`src/rtl/tach_pkg.sv`:
```
package tach_pkg;

    typedef enum logic [1:0] {
        EDGE_FALL = 2'd0,
        EDGE_RISE = 2'd1,
        EDGE_BOTH = 2'd2,
        EDGE_ANY  = 2'd3
    } tach_edge_e;

    // extra stable samples required beyond the first differing one
    function automatic logic [1:0] deb_extra(input logic [1:0] code);
        return 2'd3 - code;
    endfunction

endpackage

```
`src/rtl/tach_conditioner.sv`:
```
module tach_conditioner #(
    parameter int SYNC_STAGES = 2
) (
    input  logic       clk,
    input  logic       rst_n,
    input  logic       pin,
    input  logic [1:0] deb_sel,
    output logic       raw_level,
    output logic       deb_level,
    output logic       rise,
    output logic       fall
);
    import tach_pkg::*;

    typedef struct packed {
        logic [SYNC_STAGES-1:0] sync;
        logic                   deb;
        logic                   prev;
        logic [1:0]             run_len;
    } cond_t;

    cond_t st_d, st_q;
    logic  raw;
    logic [1:0] need;

    always_comb begin
        st_d      = st_q;
        st_d.sync = {st_q.sync[SYNC_STAGES-2:0], pin};
        raw       = st_q.sync[SYNC_STAGES-1];
        need      = deb_extra(deb_sel);
        st_d.prev = st_q.deb;
        if (raw == st_q.deb) begin
            st_d.run_len = 2'd0;
        end else if (st_q.run_len >= need) begin
            st_d.deb     = raw;
            st_d.run_len = 2'd0;
        end else begin
            st_d.run_len = st_q.run_len + 2'd1;
        end
    end

    always_ff @(posedge clk or negedge rst_n) begin
        if (!rst_n) st_q <= '0;
        else        st_q <= st_d;
    end

    assign raw_level = st_q.sync[SYNC_STAGES-1];
    assign deb_level = st_q.deb;
    assign rise      = st_q.deb & ~st_q.prev;
    assign fall      = ~st_q.deb & st_q.prev;

endmodule

```
`src/rtl/tach_prescaler.sv`:
```
module tach_prescaler #(
    parameter int SEL_W   = 4,
    parameter int MAX_SEL = 11
) (
    input  logic             clk,
    input  logic             rst_n,
    input  logic             run,
    input  logic             restart,
    input  logic [SEL_W-1:0] sel,
    output logic             tick
);
    localparam int PRE_W = 2 * MAX_SEL;

    typedef struct packed {
        logic [PRE_W-1:0] cnt;
    } pre_t;

    pre_t             st_d, st_q;
    logic [SEL_W-1:0] sel_c;
    logic [PRE_W-1:0] limit;

    always_comb begin
        sel_c = (sel > SEL_W'(MAX_SEL)) ? SEL_W'(MAX_SEL) : sel;
        limit = ~({PRE_W{1'b1}} << {sel_c, 1'b0});
        tick  = run && (st_q.cnt == limit);
        st_d  = st_q;
        if (!run || restart || tick) st_d.cnt = '0;
        else                         st_d.cnt = st_q.cnt + PRE_W'(1);
    end

    always_ff @(posedge clk or negedge rst_n) begin
        if (!rst_n) st_q <= '0;
        else        st_q <= st_d;
    end

endmodule

```
`src/rtl/tach_period_meter.sv`:
```
module tach_period_meter #(
    parameter int CNT_W = 20
) (
    input  logic             clk,
    input  logic             rst_n,
    input  logic             run,
    input  logic             bound,
    input  logic             tick,
    output logic [CNT_W-1:0] value,
    output logic             upd,
    output logic             full
);
    localparam logic [CNT_W-1:0] CNT_MAX  = '1;
    localparam logic [CNT_W-1:0] CNT_NEAR = CNT_MAX - CNT_W'(1);

    typedef struct packed {
        logic [CNT_W-1:0] cnt;
        logic [CNT_W-1:0] value;
        logic             armed;
        logic             upd;
        logic             full;
    } meter_t;

    meter_t           st_d, st_q;
    logic [CNT_W-1:0] cnt_inc;
    logic             stall;

    always_comb begin
        cnt_inc  = (st_q.cnt == CNT_MAX) ? CNT_MAX : st_q.cnt + CNT_W'(tick);
        stall    = st_q.armed && tick && (st_q.cnt == CNT_NEAR) && !bound;
        st_d     = st_q;
        st_d.upd = 1'b0;
        if (!run) begin
            st_d = '0;
        end else if (bound) begin
            if (st_q.armed) begin
                st_d.value = cnt_inc;
                st_d.upd   = 1'b1;
                st_d.full  = 1'b1;
            end
            st_d.armed = 1'b1;
            st_d.cnt   = '0;
        end else if (stall) begin
            st_d.value = CNT_MAX;
            st_d.upd   = 1'b1;
            st_d.full  = 1'b1;
            st_d.cnt   = CNT_MAX;
        end else begin
            st_d.cnt = cnt_inc;
        end
    end

    always_ff @(posedge clk or negedge rst_n) begin
        if (!rst_n) st_q <= '0;
        else        st_q <= st_d;
    end

    assign value = st_q.value;
    assign upd   = st_q.upd;
    assign full  = st_q.full;

endmodule

```
`src/rtl/tach_period_channel.sv`:
```
module tach_period_channel #(
    parameter int CNT_W       = 20,
    parameter int DIV_SEL_W   = 4,
    parameter int DIV_SEL_MAX = 11,
    parameter int SYNC_STAGES = 2
) (
    input  logic                 clk,
    input  logic                 rst_n,
    input  logic                 tach_in,
    input  logic                 ch_enable,
    input  logic [1:0]           deb_sel,
    input  logic [1:0]           edge_sel,
    input  logic [DIV_SEL_W-1:0] div_sel,
    input  logic [CNT_W-1:0]     threshold,
    input  logic                 limit_inv,
    input  logic                 irq_en,
    input  logic                 irq_clr,
    output logic [CNT_W-1:0]     meas_value,
    output logic                 value_upd,
    output logic                 full_meas,
    output logic                 raw_level,
    output logic                 deb_level,
    output logic                 irq_status,
    output logic                 irq
);
    import tach_pkg::*;

    typedef struct packed {
        logic status;
    } irq_t;

    logic rise, fall, bound, tick, hit;
    irq_t irq_d, irq_q;

    tach_conditioner #(.SYNC_STAGES(SYNC_STAGES)) u_cond (
        .clk       (clk),
        .rst_n     (rst_n),
        .pin       (tach_in),
        .deb_sel   (deb_sel),
        .raw_level (raw_level),
        .deb_level (deb_level),
        .rise      (rise),
        .fall      (fall)
    );

    always_comb begin
        unique case (tach_edge_e'(edge_sel))
            EDGE_FALL: bound = fall;
            EDGE_RISE: bound = rise;
            default:   bound = rise | fall;
        endcase
    end

    tach_prescaler #(.SEL_W(DIV_SEL_W), .MAX_SEL(DIV_SEL_MAX)) u_pre (
        .clk     (clk),
        .rst_n   (rst_n),
        .run     (ch_enable),
        .restart (bound),
        .sel     (div_sel),
        .tick    (tick)
    );

    tach_period_meter #(.CNT_W(CNT_W)) u_meter (
        .clk   (clk),
        .rst_n (rst_n),
        .run   (ch_enable),
        .bound (bound),
        .tick  (tick),
        .value (meas_value),
        .upd   (value_upd),
        .full  (full_meas)
    );

    always_comb begin
        hit   = limit_inv ? (meas_value < threshold) : (meas_value > threshold);
        irq_d = irq_q;
        if (!ch_enable)             irq_d.status = 1'b0;
        else if (value_upd && hit)  irq_d.status = 1'b1;
        else if (irq_clr)           irq_d.status = 1'b0;
    end

    always_ff @(posedge clk or negedge rst_n) begin
        if (!rst_n) irq_q <= '0;
        else        irq_q <= irq_d;
    end

    assign irq_status = irq_q.status;
    assign irq        = irq_q.status & irq_en;

endmodule

```
`config.mk`:
```
export PLATFORM = sky130hd
export DESIGN_NAME = tach_period_channel
export DESIGN_NICKNAME = d
export VERILOG_FILES = /design/src/rtl/tach_pkg.sv /design/src/rtl/tach_conditioner.sv /design/src/rtl/tach_prescaler.sv /design/src/rtl/tach_period_meter.sv /design/src/rtl/tach_period_channel.sv
export SDC_FILE = /design/constraint.sdc
export NUM_CORES = 1
export LEC_CHECK = 0
export ABC_AREA = 1
export BUFFER_PORTS_ARGS = -buffer_cell sky130_fd_sc_hd__buf_2
export CAP_MARGIN = 15
export CORE_MARGIN = 3
export CORE_UTILIZATION = 38
export DETAILED_ROUTE_END_ITERATION = 8
export GPL_ROUTABILITY_DRIVEN = 0
export HOLD_SLACK_MARGIN = 0.05
export PLACE_DENSITY = 0.6
export SETUP_SLACK_MARGIN = 0.15
export SLEW_MARGIN = 20
export SYNTH_ARGS = -nofsm -noshare
export SYNTH_HDL_FRONTEND = slang
export SYNTH_SLANG_ARGS = --single-unit
```
`constraint.sdc`:
```
create_clock -name clk -period 2.7 [get_ports clk]
set_clock_uncertainty 0.2 [all_clocks]
set_input_delay 0.27 -clock clk [delete_from_list [all_inputs] [get_ports clk]]
set_output_delay 0.27 -clock clk [all_outputs]
set_load 0.01 [all_outputs]
```
Word level (Yosys, flattened, before mapping)
Index checks and enable logic that the tools add are counted.
{ "totals": {"reg_bits": 72, "in_bits": 35, "wordCells": 68} }
{ "op_classes": {"eq_ne": 9, "n_bitwise": 8, "n_addsub": 4, "shifts": 1, "n_mux": 19, "n_reduce_logical": 12, "n_lt_le_gt_ge": 4} }
{ "op_table": {"columns": ["operator", "n"], "rows": [
  ["2-to-1 mux 20 bit", 4],
  ["2-to-1 mux 43 bit", 1],
  ["equality test 20 bit (second input constant)", 2],
  ["2-to-1 mux 40 bit", 1],
  ["adder 22 x 1 -> 22 bit (second input constant)", 1],
  ["equality test 22 bit", 1],
  ["2-to-1 mux 22 bit", 1],
  ["NOT 22 bit", 1],
  ["<< shifter 22 x 5 -> 22 bit (first input constant)", 1],
  ["adder 20 x 1 -> 20 bit", 1],
  ["greater-than comparator 20 bit", 1],
  ["< comparator 20 bit", 1],
  ["2-to-1 mux 2 bit", 5],
  ["inequality test 3 x 1 -> 1 bit (second input constant)", 2],
  ["logical AND 1 bit", 5],
  ["2-to-1 mux 1 bit", 5],
  ["greater-than comparator 4 bit (second input constant)", 1],
  ["2-to-1 mux 4 bit", 1],
  ["AND reduction 2 bit", 2],
  ["AND 1 bit", 3],
  ["inequality test 3 bit (second input constant)", 1],
  ["NOT 1 bit", 3],
  ["adder 2 x 1 -> 2 bit (second input constant)", 1],
  ["equality test 2 x 1 -> 1 bit (second input constant)", 1],
  ["other kinds (9)", 11]
]} }

Longest topological paths before layout
{ "depth": {"ltp_word": 12, "mapped_depth": 22, "depth_no_buf": 21} }

Cells and area by module
From an unflattened synthesis, not the netlist that was laid out.
{ "unflattened": {"cells_unflattened": 694, "hier_area_um2": 4909.7} }
{ "modules_own_cells": {"columns": ["mod", "area_each_um2", "seq_area_each_um2", "cells_per_inst", "instances"], "rows": [
  ["tach_period_meter", 2528.7, 1076.0, 336, 1],
  ["tach_prescaler", 1433.9, 550.5, 211, 1],
  ["tach_period_channel", 670.6, 25.0, 113, 1],
  ["tach_conditioner", 276.5, 150.1, 34, 1]
]} }

Worst setup path before layout
No wires, ideal clock.
{ "synth_path": {"kind": "reg-to-reg", "start": "register u_pre.st_q[14] (netlist bit)", "end": "register u_meter.st_q[41] (netlist bit)", "arrival_ns": 2.437, "required_ns": 2.366, "n_path_buf": 0, "path_stages_with_launch": 19, "setup_slack_ns": -0.071, "cell_sequence": "dfrtp_1 > o21ai_0 > inv_2 > nor2_1 > nand2_1 > nor2_1 > nand3_1 > nor2_4 > ha_1 > ha_1 > inv_1 > nor2_2 > nand3_1 > inv_1 > nand2_1 > o21ai_1 > nand2_1 > nor2_1 > a21oi_2"} }
{ "synth_rtl": {"columns": ["element", "line_no", "source"], "rows": [
  ["start, declared", "tach_prescaler.sv:18", "pre_t st_d, st_q;"],
  ["start signal, assigned", "tach_prescaler.sv:33", "else st_q <= st_d;"],
  ["end signal, assigned", "tach_period_meter.sv:55", "else st_q <= st_d;"],
  ["end, declared", "tach_period_meter.sv:24", "meter_t st_d, st_q;"]
]} }

==> flow_summary.ini <==
[die]
die_w_um = 121
std_cell_rows = 41
die_area_um2 = 14500
start_util = 0.392
dieHeight_um = 121
core_um2 = 12700
num_io_pins = 61

[grt]
antenna_found_initial = 0
grt_pass1_wl_um = 20700
grt_max_degree = 39
track_usage = 0.173
grt_pass1_vias = 4542
grt_overflow_total = 0

[timing]
finalHoldViolations = 0
slew_headroom = 0.461
worst_slew_pin_slew_ns = 0.808
fin_crit_ns = 2.68
setup_viol = 0
period_share = 0.994
max_freq_ghz = 0.373
rsz0062_at_grt = true
setup_tns_ns = 0
drv_slew = 0

[pwr]
peakVddDrop_mv = 0.362
leakagePower_nw = 3.26
power_density_nw_per_um2 = 571
power.total_w = 0.00359

[min_path]
min-delay-start = limit_inv
holdCritPathClass = primary input to register

[setup_path]
critPathMostFrequentCell = inv_2
worstSetupStartpoint = u_pre.st_q[14]
critical_path.top_delay_family = simple AND/OR/NAND/NOR gates
start_kind = register
crit_chain = o21ai_2, inv_2, nor2_1, nand2_1, nor2_2, nand3_2, nor2_4, ha_4, ha_4, inv_2, nor2_4, nand3_4, inv_2, nand2_4, o21ai_2, nand2_1, nor2_1, a21oi_2
max_stage_delay_ns = 0.42
crit_path_top_delay_cell = dfrtp_1
cp.required_ns = 2.68
crit_fanout = 4
r2r_start = u_pre.st_q[14]
endpoint_kind = register
worst-path-buf-inv = 3
worstPathArrival_ns = 2.67
worst-setup-path-type = register to register

[route]
route.detailed.drc = 0
wl_um = 12300
drt_first_iter_violations = 261
vias_per_cell = 4.82
num_vias = 4595
postRouteAntennaNets = 0
drt_pass1_iterations = 4
wl_per_cell_um = 12.9

[yosys]
ys_top_cells_by_area = dfrtp_1, nand2_1, ha_1
synthCells = 686
yosysTopAreaCell = dfrtp_1
syn_area_um2 = 4980
synthArstFlopShare = 1.00
yosys_most_used_dff = dfrtp_1
synth_seq_area_share = 0.362
synth_cell_type_count = 35
synth_top_cell_area_share = 0.362
syn-num-nets = 748
synth_seq_cells = 72
yosys_warnings = 0
synth_edf_count = 0
syn_area_per_cell_um2 = 7.26

[clock_network]
tritoncts = built
cts_inserted_buffers = 9
root_buffer = clkbuf_16
htreeDepth = 3
clkTransAtPathRegs_ns = 0.06
cts.path.max_buffers = 2
clk_latency_ns = 0.34
clock-sinks = 72

[run_status]
outcome = completed

[job]
drv_cap = 0

[place]
dp_hpwl_um = 9170
dpl_cell_area_um2 = 5560
port_buffers = 60
dp_cells = 917

[layout]
nFillCells = 1252
area.growth.synth_to_final_pct = 26.2
layout_commonest_cell = nand2_1
fin_area_um2 = 6290
nets = 839
antenna_cells = 0
finalNonFillerCells = 954
most-common-layout-cells = nand2_1, inv_1, nor2_1
drive_gt1_frac = 0.285
final cells by class:
| class | count | area (um^2) | share of cell area |
|---|---|---|---|
| clock inverter | 5 | 104 | 0.0165 |
| sequential | 72 | 1800 | 0.287 |
| inverter | 94 | 355 | 0.0565 |
| multi-input combinational | 483 | 2810 | 0.448 |
| tap | 172 | 215 | 0.0342 |
| clock buffer | 11 | 243 | 0.0386 |
| timing repair buffer | 117 | 754 | 0.120 |
sequential cells by signal, summed over array words and instances, names as in the netlist:
signal / cells
u_cond.deb_level: 1
u_meter.st_q: 21
u_meter.value: 20
u_cond.raw_level: 1
irq_status: 1
u_pre.st_q: 22
u_cond.st_d: 1
u_meter.full: 1
u_meter.upd: 1
u_cond.st_q: 3
cell usage after synthesis, drive strengths merged, types with 2 or more instances:
master  number
xor2        13
nor3        16
xnor2        8
a21oi       38
nor3b        4
nand3       72
nand4       12
clkbuf       4
dfrtp       72
inv         93
ha          27
o21ai       15
buf         33
nand2      174
a31oi        2
or2          2
nor2        94
routing by layer:
layer,vias up,part of all wire,GRT usage
met5,-,0,0
met4,0,0.025,0.0701
met3,26,0.046,0.0295
met2,116,0.48,0.286
met1,2108,0.44,0.225
li1,2345,-,-
repair_timing:
item	in CTS	in global routing
hold endpoints to repair	74	0
setup endpoints to repair	21	36
hold buffers	3	0
gates resized for setup	17	47
setup buffers	14	4
pin swaps	18	32
where the power goes:
part	internal, W	leakage (nW)	switching [W]	total, W
Combinational	0.000336	2.10	0.000570	0.000906
Clock	0.000928	0.170	0.000450	0.00138
Sequential	0.00119	0.989	0.000113	0.00131
Total	0.00246	3.26	0.00113	0.00359
per-stage QoR:
| step | util | setup slack, ns | hold WS (ns) |
|---|---|---|---|
| after detailed placement | 0.437 | -0.162 | -0.0649 |
| after global placement | 0.437 | -0.0586 | -0.0684 |
| after floorplan | - | 0.152 | -0.226 |
| final | 0.494 | 0.0174 | 0.126 |
| after CTS | 0.478 | 0.0721 | 0.118 |
| after global routing | 0.494 | -0.188 | 0.151 |
tightest hold or removal path: cells and delay by family:
| family | cells | cell delay, ns |
|---|---|---|
| buf+inv | 2 | 0.12 |
| compound gates | 2 | 0.11 |
| simple gates | 2 | 0.11 |
logic make-up (layout without fill, tap and decap cells):
| family | count (synthesis) | after routing | synth area share |
|---|---|---|---|
| xor+xnor | 21 | 21 | 0.0369 |
| simple gates | 376 | 376 | 0.347 |
| buf+inv | 131 | 227 | 0.123 |
| flops | 72 | 72 | 0.362 |
| fa+ha+maj | 27 | 27 | 0.0678 |
| compound gates | 59 | 59 | 0.0633 |
path summary, 6_finish.rpt:
| check | end | slack [ns] | cells after the start |
|---|---|---|---|
| max | u_meter.st_q[41] | 0.02 | 18 |
| min | irq_status | 0.13 | 6 |
| max reg2reg | u_meter.st_q[41] | 0.02 | 18 |
| min reg2reg | u_cond.raw_level | 0.15 | 0 |
| max in group asynchronous | u_pre.st_q[8] | 1.40 | 3 |
| min in group asynchronous | u_meter.value[5] | 0.15 | 2 |
Note: power is estimated with default switching activity, not from simulation.
